--- src/rtl/regwin_pkg.sv ---
package regwin_pkg;

  // local window: byte offset width and word-select position
  localparam int unsigned LOC_AW   = 4;
  localparam int unsigned SEL_LSB  = 2;
  localparam int unsigned SEL_W    = LOC_AW - SEL_LSB;

  // word indices inside the window
  localparam logic [SEL_W-1:0] W_CMD  = 2'd0;
  localparam logic [SEL_W-1:0] W_ADDR = 2'd1;
  localparam logic [SEL_W-1:0] W_RDAT = 2'd2;
  localparam logic [SEL_W-1:0] W_WDAT = 2'd3;

  // command bit positions
  localparam int unsigned CB_RD  = 0;
  localparam int unsigned CB_WR  = 1;
  localparam int unsigned CB_ACK = 2;
  localparam int unsigned CB_ERR = 3;
  localparam int unsigned CMD_W  = 4;

  typedef struct packed {
    logic err;
    logic ack;
    logic wr;
    logic rd;
  } cmd_t;

  typedef enum logic [1:0] {
    ST_IDLE = 2'd0,
    ST_BUSY = 2'd1,
    ST_DONE = 2'd2
  } rw_state_e;

endpackage

--- src/rtl/regwin_timer.sv ---
module regwin_timer #(
  parameter int unsigned TW = 16
) (
  input  logic          clk,
  input  logic          rst_n,
  input  logic          run,
  input  logic [TW-1:0] limit,
  output logic          expired
);

  localparam logic [TW:0] ONE = {{TW{1'b0}}, 1'b1};

  logic [TW-1:0] cnt_q;
  logic [TW-1:0] cnt_d;
  logic          cnt_en;
  logic [TW:0]   lim_eff;
  logic [TW:0]   cnt_next_wide;

  // a zero budget behaves as a single cycle
  always_comb begin
    lim_eff       = (limit == '0) ? ONE : {1'b0, limit};
    cnt_next_wide = {1'b0, cnt_q} + ONE;
    expired       = run && (cnt_next_wide >= lim_eff);
  end

  always_comb begin
    cnt_en = run || (cnt_q != '0);
    cnt_d  = run ? cnt_next_wide[TW-1:0] : '0;
  end

  always_ff @(posedge clk or negedge rst_n) begin
    if (!rst_n) begin
      cnt_q <= '0;
    end else if (cnt_en) begin
      cnt_q <= cnt_d;
    end
  end

  // the wait never outlasts the budget
  AST_TMO_WINDOW: assert property (@(posedge clk) disable iff (!rst_n)
    run |-> ({1'b0, cnt_q} < lim_eff)) else $error("timer beyond budget");

endmodule

--- src/rtl/regwin_ctrl.sv ---
module regwin_ctrl
  import regwin_pkg::*;
#(
  parameter int unsigned DW = 32
) (
  input  logic          clk,
  input  logic          rst_n,
  input  logic          cmd_wr,
  input  logic [DW-1:0] cmd_val,
  input  logic          rsp_ack,
  input  logic          tmo_hit,
  output logic          busy,
  output cmd_t          cmd,
  output logic          rd_take,
  output logic          rd_fault
);

  rw_state_e st_q, st_d;
  cmd_t      cmd_q, cmd_d;
  logic      cmd_en;
  logic      is_zero_wr;

  assign is_zero_wr = cmd_wr && (cmd_val == '0);

  // next-state and command contents
  always_comb begin
    st_d  = st_q;
    cmd_d = cmd_q;
    unique case (st_q)
      ST_IDLE: begin
        if (cmd_wr && cmd_val[CB_RD]) begin
          st_d  = ST_BUSY;
          cmd_d = '{err: 1'b0, ack: 1'b0, wr: 1'b0, rd: 1'b1};
        end else if (cmd_wr && cmd_val[CB_WR]) begin
          st_d  = ST_BUSY;
          cmd_d = '{err: 1'b0, ack: 1'b0, wr: 1'b1, rd: 1'b0};
        end
      end
      ST_BUSY: begin
        if (rsp_ack) begin
          st_d      = ST_DONE;
          cmd_d.ack = 1'b1;
        end else if (tmo_hit) begin
          st_d      = ST_DONE;
          cmd_d.ack = 1'b1;
          cmd_d.err = 1'b1;
        end
      end
      ST_DONE: begin
        if (is_zero_wr) begin
          st_d  = ST_IDLE;
          cmd_d = '0;
        end
      end
      default: begin
        st_d  = ST_IDLE;
        cmd_d = '0;
      end
    endcase
  end

  assign cmd_en = (cmd_d != cmd_q);

  always_ff @(posedge clk or negedge rst_n) begin
    if (!rst_n) begin
      st_q <= ST_IDLE;
    end else begin
      st_q <= st_d;
    end
  end

  always_ff @(posedge clk or negedge rst_n) begin
    if (!rst_n) begin
      cmd_q <= '0;
    end else if (cmd_en) begin
      cmd_q <= cmd_d;
    end
  end

  assign busy     = (st_q == ST_BUSY);
  assign cmd      = cmd_q;
  assign rd_take  = busy && cmd_q.rd && rsp_ack;
  assign rd_fault = busy && cmd_q.rd && !rsp_ack && tmo_hit;

  AST_RESP_SETS_ACK: assert property (@(posedge clk) disable iff (!rst_n)
    busy && rsp_ack |=> cmd.ack && !cmd.err && !busy) else $error("answer not acknowledged");

  AST_TMO_SETS_ERR: assert property (@(posedge clk) disable iff (!rst_n)
    busy && !rsp_ack && tmo_hit |=> cmd.ack && cmd.err && !busy) else $error("timeout not flagged");

  AST_WAIT_HOLDS: assert property (@(posedge clk) disable iff (!rst_n)
    busy && !rsp_ack && !tmo_hit |=> busy && $stable(cmd)) else $error("request dropped early");

  AST_CLEAR_ZERO: assert property (@(posedge clk) disable iff (!rst_n)
    (st_q == ST_DONE) && is_zero_wr |=> (cmd == '0)) else $error("clear left residue");

  AST_ACK_STICKY: assert property (@(posedge clk) disable iff (!rst_n)
    cmd.ack && !is_zero_wr |=> cmd.ack && $stable(cmd)) else $error("done state disturbed");

  AST_SINGLE_OP: assert property (@(posedge clk) disable iff (!rst_n)
    $onehot0({cmd.rd, cmd.wr})) else $error("two operations at once");

  AST_ERR_NEEDS_ACK: assert property (@(posedge clk) disable iff (!rst_n)
    cmd.err |-> cmd.ack) else $error("fault without done");

  AST_IDLE_START_RD: assert property (@(posedge clk) disable iff (!rst_n)
    (st_q == ST_IDLE) && cmd_wr && cmd_val[CB_RD] |=> busy && cmd.rd && !cmd.wr) else $error("fetch priority lost");

endmodule

--- src/rtl/regwin_regs.sv ---
module regwin_regs
  import regwin_pkg::*;
#(
  parameter int unsigned AW = 32,
  parameter int unsigned DW = 32
) (
  input  logic             clk,
  input  logic             rst_n,
  input  logic             hw_wr,
  input  logic [SEL_W-1:0] hw_sel,
  input  logic [DW-1:0]    hw_data,
  input  logic             lock,
  input  logic             rd_take,
  input  logic             rd_fault,
  input  logic [DW-1:0]    rsp_data,
  output logic [AW-1:0]    addr_q,
  output logic [DW-1:0]    wdat_q,
  output logic [DW-1:0]    rdat_q
);

  logic          addr_en;
  logic          wdat_en;
  logic          rdat_en;
  logic [DW-1:0] rdat_d;

  // host loads are blocked while a transfer is outstanding
  always_comb begin
    addr_en = hw_wr && !lock && (hw_sel == W_ADDR);
    wdat_en = hw_wr && !lock && (hw_sel == W_WDAT);
    rdat_en = rd_take || rd_fault;
    rdat_d  = rd_fault ? {DW{1'b1}} : rsp_data;
  end

  always_ff @(posedge clk or negedge rst_n) begin
    if (!rst_n) begin
      addr_q <= '0;
    end else if (addr_en) begin
      addr_q <= hw_data[AW-1:0];
    end
  end

  always_ff @(posedge clk or negedge rst_n) begin
    if (!rst_n) begin
      wdat_q <= '0;
    end else if (wdat_en) begin
      wdat_q <= hw_data;
    end
  end

  always_ff @(posedge clk or negedge rst_n) begin
    if (!rst_n) begin
      rdat_q <= '0;
    end else if (rdat_en) begin
      rdat_q <= rdat_d;
    end
  end

  AST_LOCKED_ADDR: assert property (@(posedge clk) disable iff (!rst_n)
    lock && hw_wr |=> $stable(addr_q) && $stable(wdat_q)) else $error("host write leaked into a transfer");

endmodule

--- src/rtl/regwin_bridge.sv ---
module regwin_bridge
  import regwin_pkg::*;
#(
  parameter int unsigned AW = 32,
  parameter int unsigned DW = 32,
  parameter int unsigned TW = 16
) (
  input  logic              clk,
  input  logic              rst_n,
  input  logic              host_wr,
  input  logic [LOC_AW-1:0] host_addr,
  input  logic [DW-1:0]     host_wdata,
  output logic [DW-1:0]     host_rdata,
  input  logic [TW-1:0]     cfg_timeout,
  output logic              rmt_req,
  output logic              rmt_we,
  output logic [AW-1:0]     rmt_addr,
  output logic [DW-1:0]     rmt_wdata,
  input  logic              rmt_ack,
  input  logic [DW-1:0]     rmt_rdata
);

  logic [SEL_W-1:0] sel;
  logic             busy;
  cmd_t             cmd;
  logic             rd_take;
  logic             rd_fault;
  logic             tmo_hit;
  logic             cmd_wr;
  logic [AW-1:0]    addr_q;
  logic [DW-1:0]    wdat_q;
  logic [DW-1:0]    rdat_q;
  logic [DW-1:0]    addr_view;
  logic [DW-1:0]    cmd_view;
  logic             unused_offset_bits;

  assign sel                = host_addr[SEL_LSB +: SEL_W];
  assign unused_offset_bits = ^host_addr[SEL_LSB-1:0];
  assign cmd_wr             = host_wr && (sel == W_CMD);

  regwin_ctrl #(.DW(DW)) u_ctrl (
    .clk      (clk),
    .rst_n    (rst_n),
    .cmd_wr   (cmd_wr),
    .cmd_val  (host_wdata),
    .rsp_ack  (rmt_ack),
    .tmo_hit  (tmo_hit),
    .busy     (busy),
    .cmd      (cmd),
    .rd_take  (rd_take),
    .rd_fault (rd_fault)
  );

  regwin_timer #(.TW(TW)) u_timer (
    .clk     (clk),
    .rst_n   (rst_n),
    .run     (busy),
    .limit   (cfg_timeout),
    .expired (tmo_hit)
  );

  regwin_regs #(.AW(AW), .DW(DW)) u_regs (
    .clk      (clk),
    .rst_n    (rst_n),
    .hw_wr    (host_wr),
    .hw_sel   (sel),
    .hw_data  (host_wdata),
    .lock     (busy),
    .rd_take  (rd_take),
    .rd_fault (rd_fault),
    .rsp_data (rmt_rdata),
    .addr_q   (addr_q),
    .wdat_q   (wdat_q),
    .rdat_q   (rdat_q)
  );

  // widen the address register for the host view when it is narrower
  generate
    if (AW < DW) begin : g_addr_pad
      assign addr_view = {{(DW-AW){1'b0}}, addr_q};
    end else begin : g_addr_full
      assign addr_view = addr_q[DW-1:0];
    end
  endgenerate

  assign cmd_view = {{(DW-CMD_W){1'b0}}, cmd};

  always_comb begin
    unique case (sel)
      W_CMD:   host_rdata = cmd_view;
      W_ADDR:  host_rdata = addr_view;
      W_RDAT:  host_rdata = rdat_q;
      default: host_rdata = wdat_q;
    endcase
  end

  assign rmt_req   = busy;
  assign rmt_we    = busy && cmd.wr;
  assign rmt_addr  = addr_q;
  assign rmt_wdata = wdat_q;

  AST_REMOTE_STABLE: assert property (@(posedge clk) disable iff (!rst_n)
    rmt_req && !rmt_ack && !tmo_hit |=>
      rmt_req && $stable(rmt_addr) && $stable(rmt_wdata) && $stable(rmt_we)) else $error("remote request unstable");

  AST_RDATA_ON_FAULT: assert property (@(posedge clk) disable iff (!rst_n)
    rmt_req && !rmt_we && !rmt_ack && tmo_hit |=> (host_rdata == {DW{1'b1}}) || (sel != W_RDAT)) else $error("fault word missing");

  AST_REQ_AFTER_ANSWER: assert property (@(posedge clk) disable iff (!rst_n)
    rmt_req && rmt_ack |=> !rmt_req) else $error("request outlived answer");

endmodule

--- config.mk ---
export PLATFORM = sky130hd
export DESIGN_NAME = regwin_bridge
export DESIGN_NICKNAME = d
export VERILOG_FILES = /design/src/rtl/regwin_pkg.sv /design/src/rtl/regwin_timer.sv /design/src/rtl/regwin_ctrl.sv /design/src/rtl/regwin_regs.sv /design/src/rtl/regwin_bridge.sv
export SDC_FILE = /design/constraint.sdc
export NUM_CORES = 1
export LEC_CHECK = 0
export ABC_AREA = 1
export BUFFER_PORTS_ARGS = -buffer_cell sky130_fd_sc_hd__buf_4
export CAP_MARGIN = 40
export CORE_MARGIN = 10
export CORE_UTILIZATION = 35
export CTS_CLUSTER_DIAMETER = 80
export DETAILED_ROUTE_END_ITERATION = 8
export PLACE_DENSITY_LB_ADDON = 0.25
export SYNTH_ARGS = -nofsm -noshare
export SYNTH_HDL_FRONTEND = slang
export SYNTH_SLANG_ARGS = --single-unit
--- constraint.sdc ---
create_clock -name clk -period 2.4 [get_ports clk]
set_input_delay 0.48 -clock clk [delete_from_list [all_inputs] [get_ports clk]]
set_output_delay 0.48 -clock clk [all_outputs]
set_load 0.02 [all_outputs]
### Yosys cells after proc, flatten, opt, wreduce, memory -nomap -nowiden

Cells that the tools add are included.

* add/subtract/negate cells: 1
* order comparisons: 1
* eq/ne operators: 9
* multiplexer cells: 18
* reduce and logical (&&, ||, !) cells: 23

Operators with widths (number)
* 32-bit one-hot mux with 3 select lines: 1
* 32-bit zero test: 1
* 16-bit two-way mux: 2
* 32-bit two-way mux: 1
* 2-bit one-hot mux with 3 select lines: 3
* 16-bit by 1-bit adder with 17-bit output (second input constant): 1
* 17-bit greater-or-equal comparator: 1
* 16-bit zero test: 1
* 16-bit nonzero test: 1
* 1-bit logical AND: 13
* 2-bit two-way mux: 6
* 4-bit two-way mux: 3
* 2-bit equality test (second input constant): 3
* 2-bit by 1-bit equality test with 1-bit output (second input constant): 2
* 2-bit zero test: 2
* 4-bit inequality test: 1
* 3-bit by 1-bit inequality test with 1-bit output (second input constant): 1
* 3-bit by 2-bit inequality test with 1-bit output (second input constant): 1
* 3-bit AND reduction: 1
* 1-bit zero test: 2
* 1-bit logical OR: 2
* 1-bit two-way mux: 2
* 2-bit by 1-bit inequality test with 1-bit output (second input constant): 1

* bits in registers: 118
* bits of input ports: 88
* output and inout bits: 98
* logic and storage cells: 61

### Logic depth before layout (Yosys ltp)

* depth after elaboration: 8
* mapped depth: 20
* mapped depth without buffers: 19

### Modules after synthesis

From an unflattened synthesis, not the netlist that was laid out.

* cell total of the unflattened synthesis: 857
* area, all modules: 6483.7 sq um

Modules (own cells, without submodules)
* regwin_regs: times used 1, cells each 423, area each 3891.2 sq um, seq. area each 2402.3 sq um
* regwin_timer: times used 1, cells each 208, area each 1465.2 sq um, seq. area each 400.4 sq um
* regwin_bridge: times used 1, cells each 150, area each 661.9 sq um, seq. area each 0.0 sq um
* regwin_ctrl: times used 1, cells each 76, area each 465.4 sq um, seq. area each 150.1 sq um

### Worst setup path before layout

OpenSTA, ideal clock, no wires.

* path type: register to register
* start: register u_timer.cnt_q[0]
* end: register u_regs.rdat_q[10]
* library setup time: 0.121 ns
* data arrival time: 2.459 ns
* required time: 2.279 ns
* setup slack: -0.180 ns
* cell stages (with the launch flop): 21
* path buffers: 1
* clock period less this slack: 2.580 ns
* cell sequence: dfrtp_1 ha_1 nand2_1 nor2_2 nand2_2 nor2_1 inv_2 nand2_1 inv_1 or2_1 inv_1 ha_1 nand2_1 nand2_1 nand2_1 a21oi_1 nor2_1 nand4_2 nand2_4 buf_6 a21oi_1

* cells in the longest elaborated chain, start to end: 5
* elaborated cells between the ends (all ways): 6
* those cells by class: add/sub (1); order compare (1); mux (1); reduce/logical (3)

RTL lines
* from (decl): line regwin_timer.sv:13 `logic [TW-1:0] cnt_q;`
* from (signal assigned): line regwin_timer.sv:35 `cnt_q <= cnt_d;`
* 16-bit by 1-bit adder with 17-bit output (*): line regwin_timer.sv:22 `cnt_next_wide = {1'b0, cnt_q} + ONE;`
* 17-bit greater-or-equal comparator (*): line regwin_timer.sv:23 `expired = run && (cnt_next_wide >= lim_eff);`
* 1-bit logical AND (*): line regwin_timer.sv:23
* 1-bit logical AND (*): line regwin_ctrl.sv:83 `assign rd_fault = busy && cmd_q.rd && !rsp_ack && tmo_hit;`
* 32-bit two-way mux or 1-bit logical OR (tied branches): line regwin_regs.sv:31, regwin_regs.sv:30
* to (signal assigned): line regwin_regs.sv:54 `rdat_q <= rdat_d;`
* to (decl): line regwin_regs.sv:18 `output logic [DW-1:0] rdat_q`

Every way passes the cells marked *; elsewhere a longest branch is shown, timed or not.
A chain may end at the register's enable or synchronous reset.

### Worst setup path in the final report

* start: register u_timer.cnt_q[1]
* end: register u_regs.rdat_q[5]

Same word-level chain as after synthesis.

==> summary.md <==
| Metric | Value |
|---|---|
| Layout area overhead | 45.3% |
| Status | complete, but fails checks |
| First drt pass iteration count | 5 |
| Routability cong. | 0.834 |
| Max-cap violations | 0 |
| CORE AREA | 0.0178 sq mm |
| Dpl cell area | 0.00826 sq mm |
| Final nets | 1135 |
| CTS buffer count | 17 |
| Crit Path Max Fanout | 8 |
| Failing checks | setup timing |
| Crit path arrival time | 3.05 ns |
| Die area | 0.0238 sq mm |
| Final instance area | 0.00919 sq mm |
| Clock-pin slew on the worst setup and hold paths | 0.06 ns |
| Worst vdd ir | 0.000511 V |
| Endpoint class of the critical path | flop |
| Setup tns final | -10.19 ns |
| Clk root buf | clkbuf_16 |
| Register area share after synthesis | 46.7% |
| Largest net degree at the start of global routing | 43 |
| Mapped Area | 0.00632 sq mm |
| Startpoint types | flop |
| Vias/cell | 4.78 |
| DIE WIDTH | 154 microns |
| Syn_nets | 912 |
| Hold Path Class | in2async |
| Setup Viol. Count Final | 36 |
| DRC viols | 0 |
| Internal Power | 0.00430 W |
| RSZ-0062 raised after global routing | yes |
| Synth Instances | 806 |
| Worst skew pair latency | 0.42 ns |
| DRT Wirelength | 21300 microns |
| Async set-or-reset flop fraction in the synthesized netlist | 100% |
| DR iter-0 viols | 263 |
| Most used DFF post-synth | dfrtp_1 |
| Total gr overflow | 0 |
| Finished Core Util | 51.5% |
| Final hold vios | 0 |
| Row Count | 49 |
| WL/cell | 16.8 microns |
| EDFF count, synth | 0 |
| IO Port Bufs | 183 |
| GRT Resource Usage Total | 17.4% |
| Fmax | 369 MHz |
| Critical path class | reg2reg |
| Via Count | 6081 |
| NetSw | 0.00184 W |
| Final worst path period share | 113% |
| Worst slack at placement | -0.325 ns |
| Warnings, synthesis | 0 |
| Syn_area_per_cell | 7.85 sq um |
| Pwr Total | 0.00614 W |
| Minimum clock period | 2.71 ns |
| Yosys reg bits | 118 |
| Post-synth cell types | 36 |
| Antenna cells | 0 |
| Clock Skews | 0.00500 ns |
| Flop pwr share | 38.2% |
| Slew margin rel. | 61.1% |
| Power share of the combinational group | 21.6% |
| Critical path required time | 2.74 ns |
| HPWL after DPL | 15800 microns |
| Clk network pwr share | 40.2% |
| Vias in the first global route | 6057 |
| Final WS setup | -0.310 ns |
| Share of cells above drive strength 1 | 33.2% |
| Height of the chip | 154 microns |
| I/O pin count | 186 |
| Pwr/cell area | 668 mW/mm^2 |
| CTS tree | yes |
| Clk sink count | 118 |
| Leak | 4.93 nW |
| Slew Limit Fails | 0 |
| First-pass GRT wire length | 33400 microns |
| Initial antenna violation count | 0 |
| Starting Density | 35.4% |
| Switching Fraction | 30.0% |
| Antenna Nets Post-Route | 0 |
| Worst-case clock buffer depth | 2 |
| H-tree Lvls | 4 |
| Slew @ Worst Pin | 0.584 ns |
[layer usage]
metal | wire (microns) | GRT usage, %
met2 | 10400 | 28.5
met5 | 0 | 0
met1 | 9340 | 21.9
met4 | 230 | 4.81
met3 | 1410 | 4.88
[timing repair]
action | 4_1_cts | 5_1_grt
gates resized for setup | 23 | 34
hold buffers | 0 | 0
endpoints found under the setup margin | 36 | 37
buffers inserted | 6 | 6
pin swaps | 11 | 15
cloned | 0 | 1
[critical path: stages (launching register included)]
cell       delay, ns
dfrtp_2         0.42
ha_4            0.17
nand2_4         0.06
nor2_4          0.10
nand2_4         0.08
nor2_4          0.12
nand2_1         0.11
xor2_2          0.19
inv_1           0.10
ha_4            0.30
nand3_4         0.08
nor3_2          0.11
o21a_1          0.16
nand2_2         0.09
nand4_4         0.12
nand2_4         0.11
clkbuf_16       0.19
a21oi_1         0.12
[cells by family (layout without fill, tap and decap cells)]
kind of cell	Yosys count	count (layout)	synth area share (%)
compound gates	152	152	14.3
xor+xnor	6	6	0.831
fa+ha+maj	18	18	3.56
buf+inv	188	424	11.8
flops	118	118	46.7
simple gates	324	324	22.8
[registers in the layout, summed over array words and instances, names as in the netlist]
signal / cells
u_regs.rdat_q: 32
u_timer.cnt_q: 16
u_ctrl.st_q: 2
u_ctrl.cmd: 4
u_regs.wdat_q: 32
u_regs.addr_q: 32
[worst paths after layout]
| check | start | end | slack [ns] | cells past startpoint |
|---|---|---|---|---|
| min in group clk | host_wdata[10] | u_regs.addr_q[10] | 0.35 | 3 |
| hold / removal | rst_n | u_regs.wdat_q[10] | 0.07 | 1 |
| hold reg to reg | u_regs.wdat_q[28] | u_regs.wdat_q[28] | 0.51 | 2 |
| max in group asynchronous | rst_n | u_timer.cnt_q[1] | 1.67 | 2 |
| setup / recovery | u_timer.cnt_q[1] | u_regs.rdat_q[5] | -0.31 | 17 |
| setup reg to reg | u_timer.cnt_q[1] | u_regs.rdat_q[5] | -0.31 | 17 |
[power groups by stage]
stage | registers (W) | logic [W] | clock network (W)
floorplan | 0.00257 | 0.000406 | 0
global placement | 0.00237 | 0.00132 | 0
detailed placement | 0.00238 | 0.00133 | 0
CTS | 0.00234 | 0.00134 | 0.00250
global route | 0.00237 | 0.00145 | 0.00259
finish | 0.00234 | 0.00133 | 0.00246
[cell type report]
| type | count | area, sq um |
|---|---|---|
| inverter | 153 | 577 |
| fill | 1756 | 8650 |
| clock buffer | 19 | 443 |
| multi-input combinational | 500 | 2910 |
| tap | 229 | 287 |
| sequential | 118 | 2960 |
| timing repair buffer | 239 | 1890 |
| clock inverter | 13 | 133 |
[Yosys cell counts, types with 2 or more instances]
master | count | area [sq um]
nor3_1 | 7 | 35.0
nor2_1 | 56 | 210
nor4_1 | 6 | 37.5
nand2_1 | 193 | 724
o21ai_0 | 71 | 355
nand3_1 | 12 | 60.1
nand4_1 | 5 | 31.3
nand3b_1 | 2 | 15.0
nand2_2 | 4 | 25.0
a21oi_1 | 30 | 150
a21oi_2 | 11 | 96.3
o2111ai_1 | 4 | 35.0
or4_1 | 32 | 240
a21o_1 | 2 | 15.0
o211ai_1 | 28 | 210
clkbuf_1 | 27 | 101
inv_1 | 146 | 548
buf_6 | 2 | 22.5
inv_2 | 4 | 15.0
xor2_1 | 6 | 52.6
ha_1 | 18 | 225
or2_1 | 2 | 12.5
o21bai_1 | 3 | 22.5
clkinv_1 | 3 | 11.3
buf_2 | 4 | 20.0
dfrtp_1 | 118 | 2950
[stage by stage]
stage | hold slack, ns | std cells
floorplan | 0.184 | 806
global placement | 0.493 | 1227
detailed placement | 0.499 | 1227
CTS | 0.0751 | 1265
global route | 0.100 | 1271
finish | 0.0714 | 1271
[cell usage in the layout, fill, tap and decap left out, drive strengths merged, types with 6 or more instances in the layout]
cell type	Yosys	layout
a21oi	41	41
dfrtp	118	118
nor3	8	8
xor2	6	6
clkbuf	28	20
buf	7	238
nor2	58	58
o21ai	72	72
nor4	6	6
inv	150	150
or4	32	32
ha	18	18
clkinv	3	10
nand4	6	6
nand3	12	12
nand2	198	198
o211ai	28	28
Power figures use the tool's default switching activity.
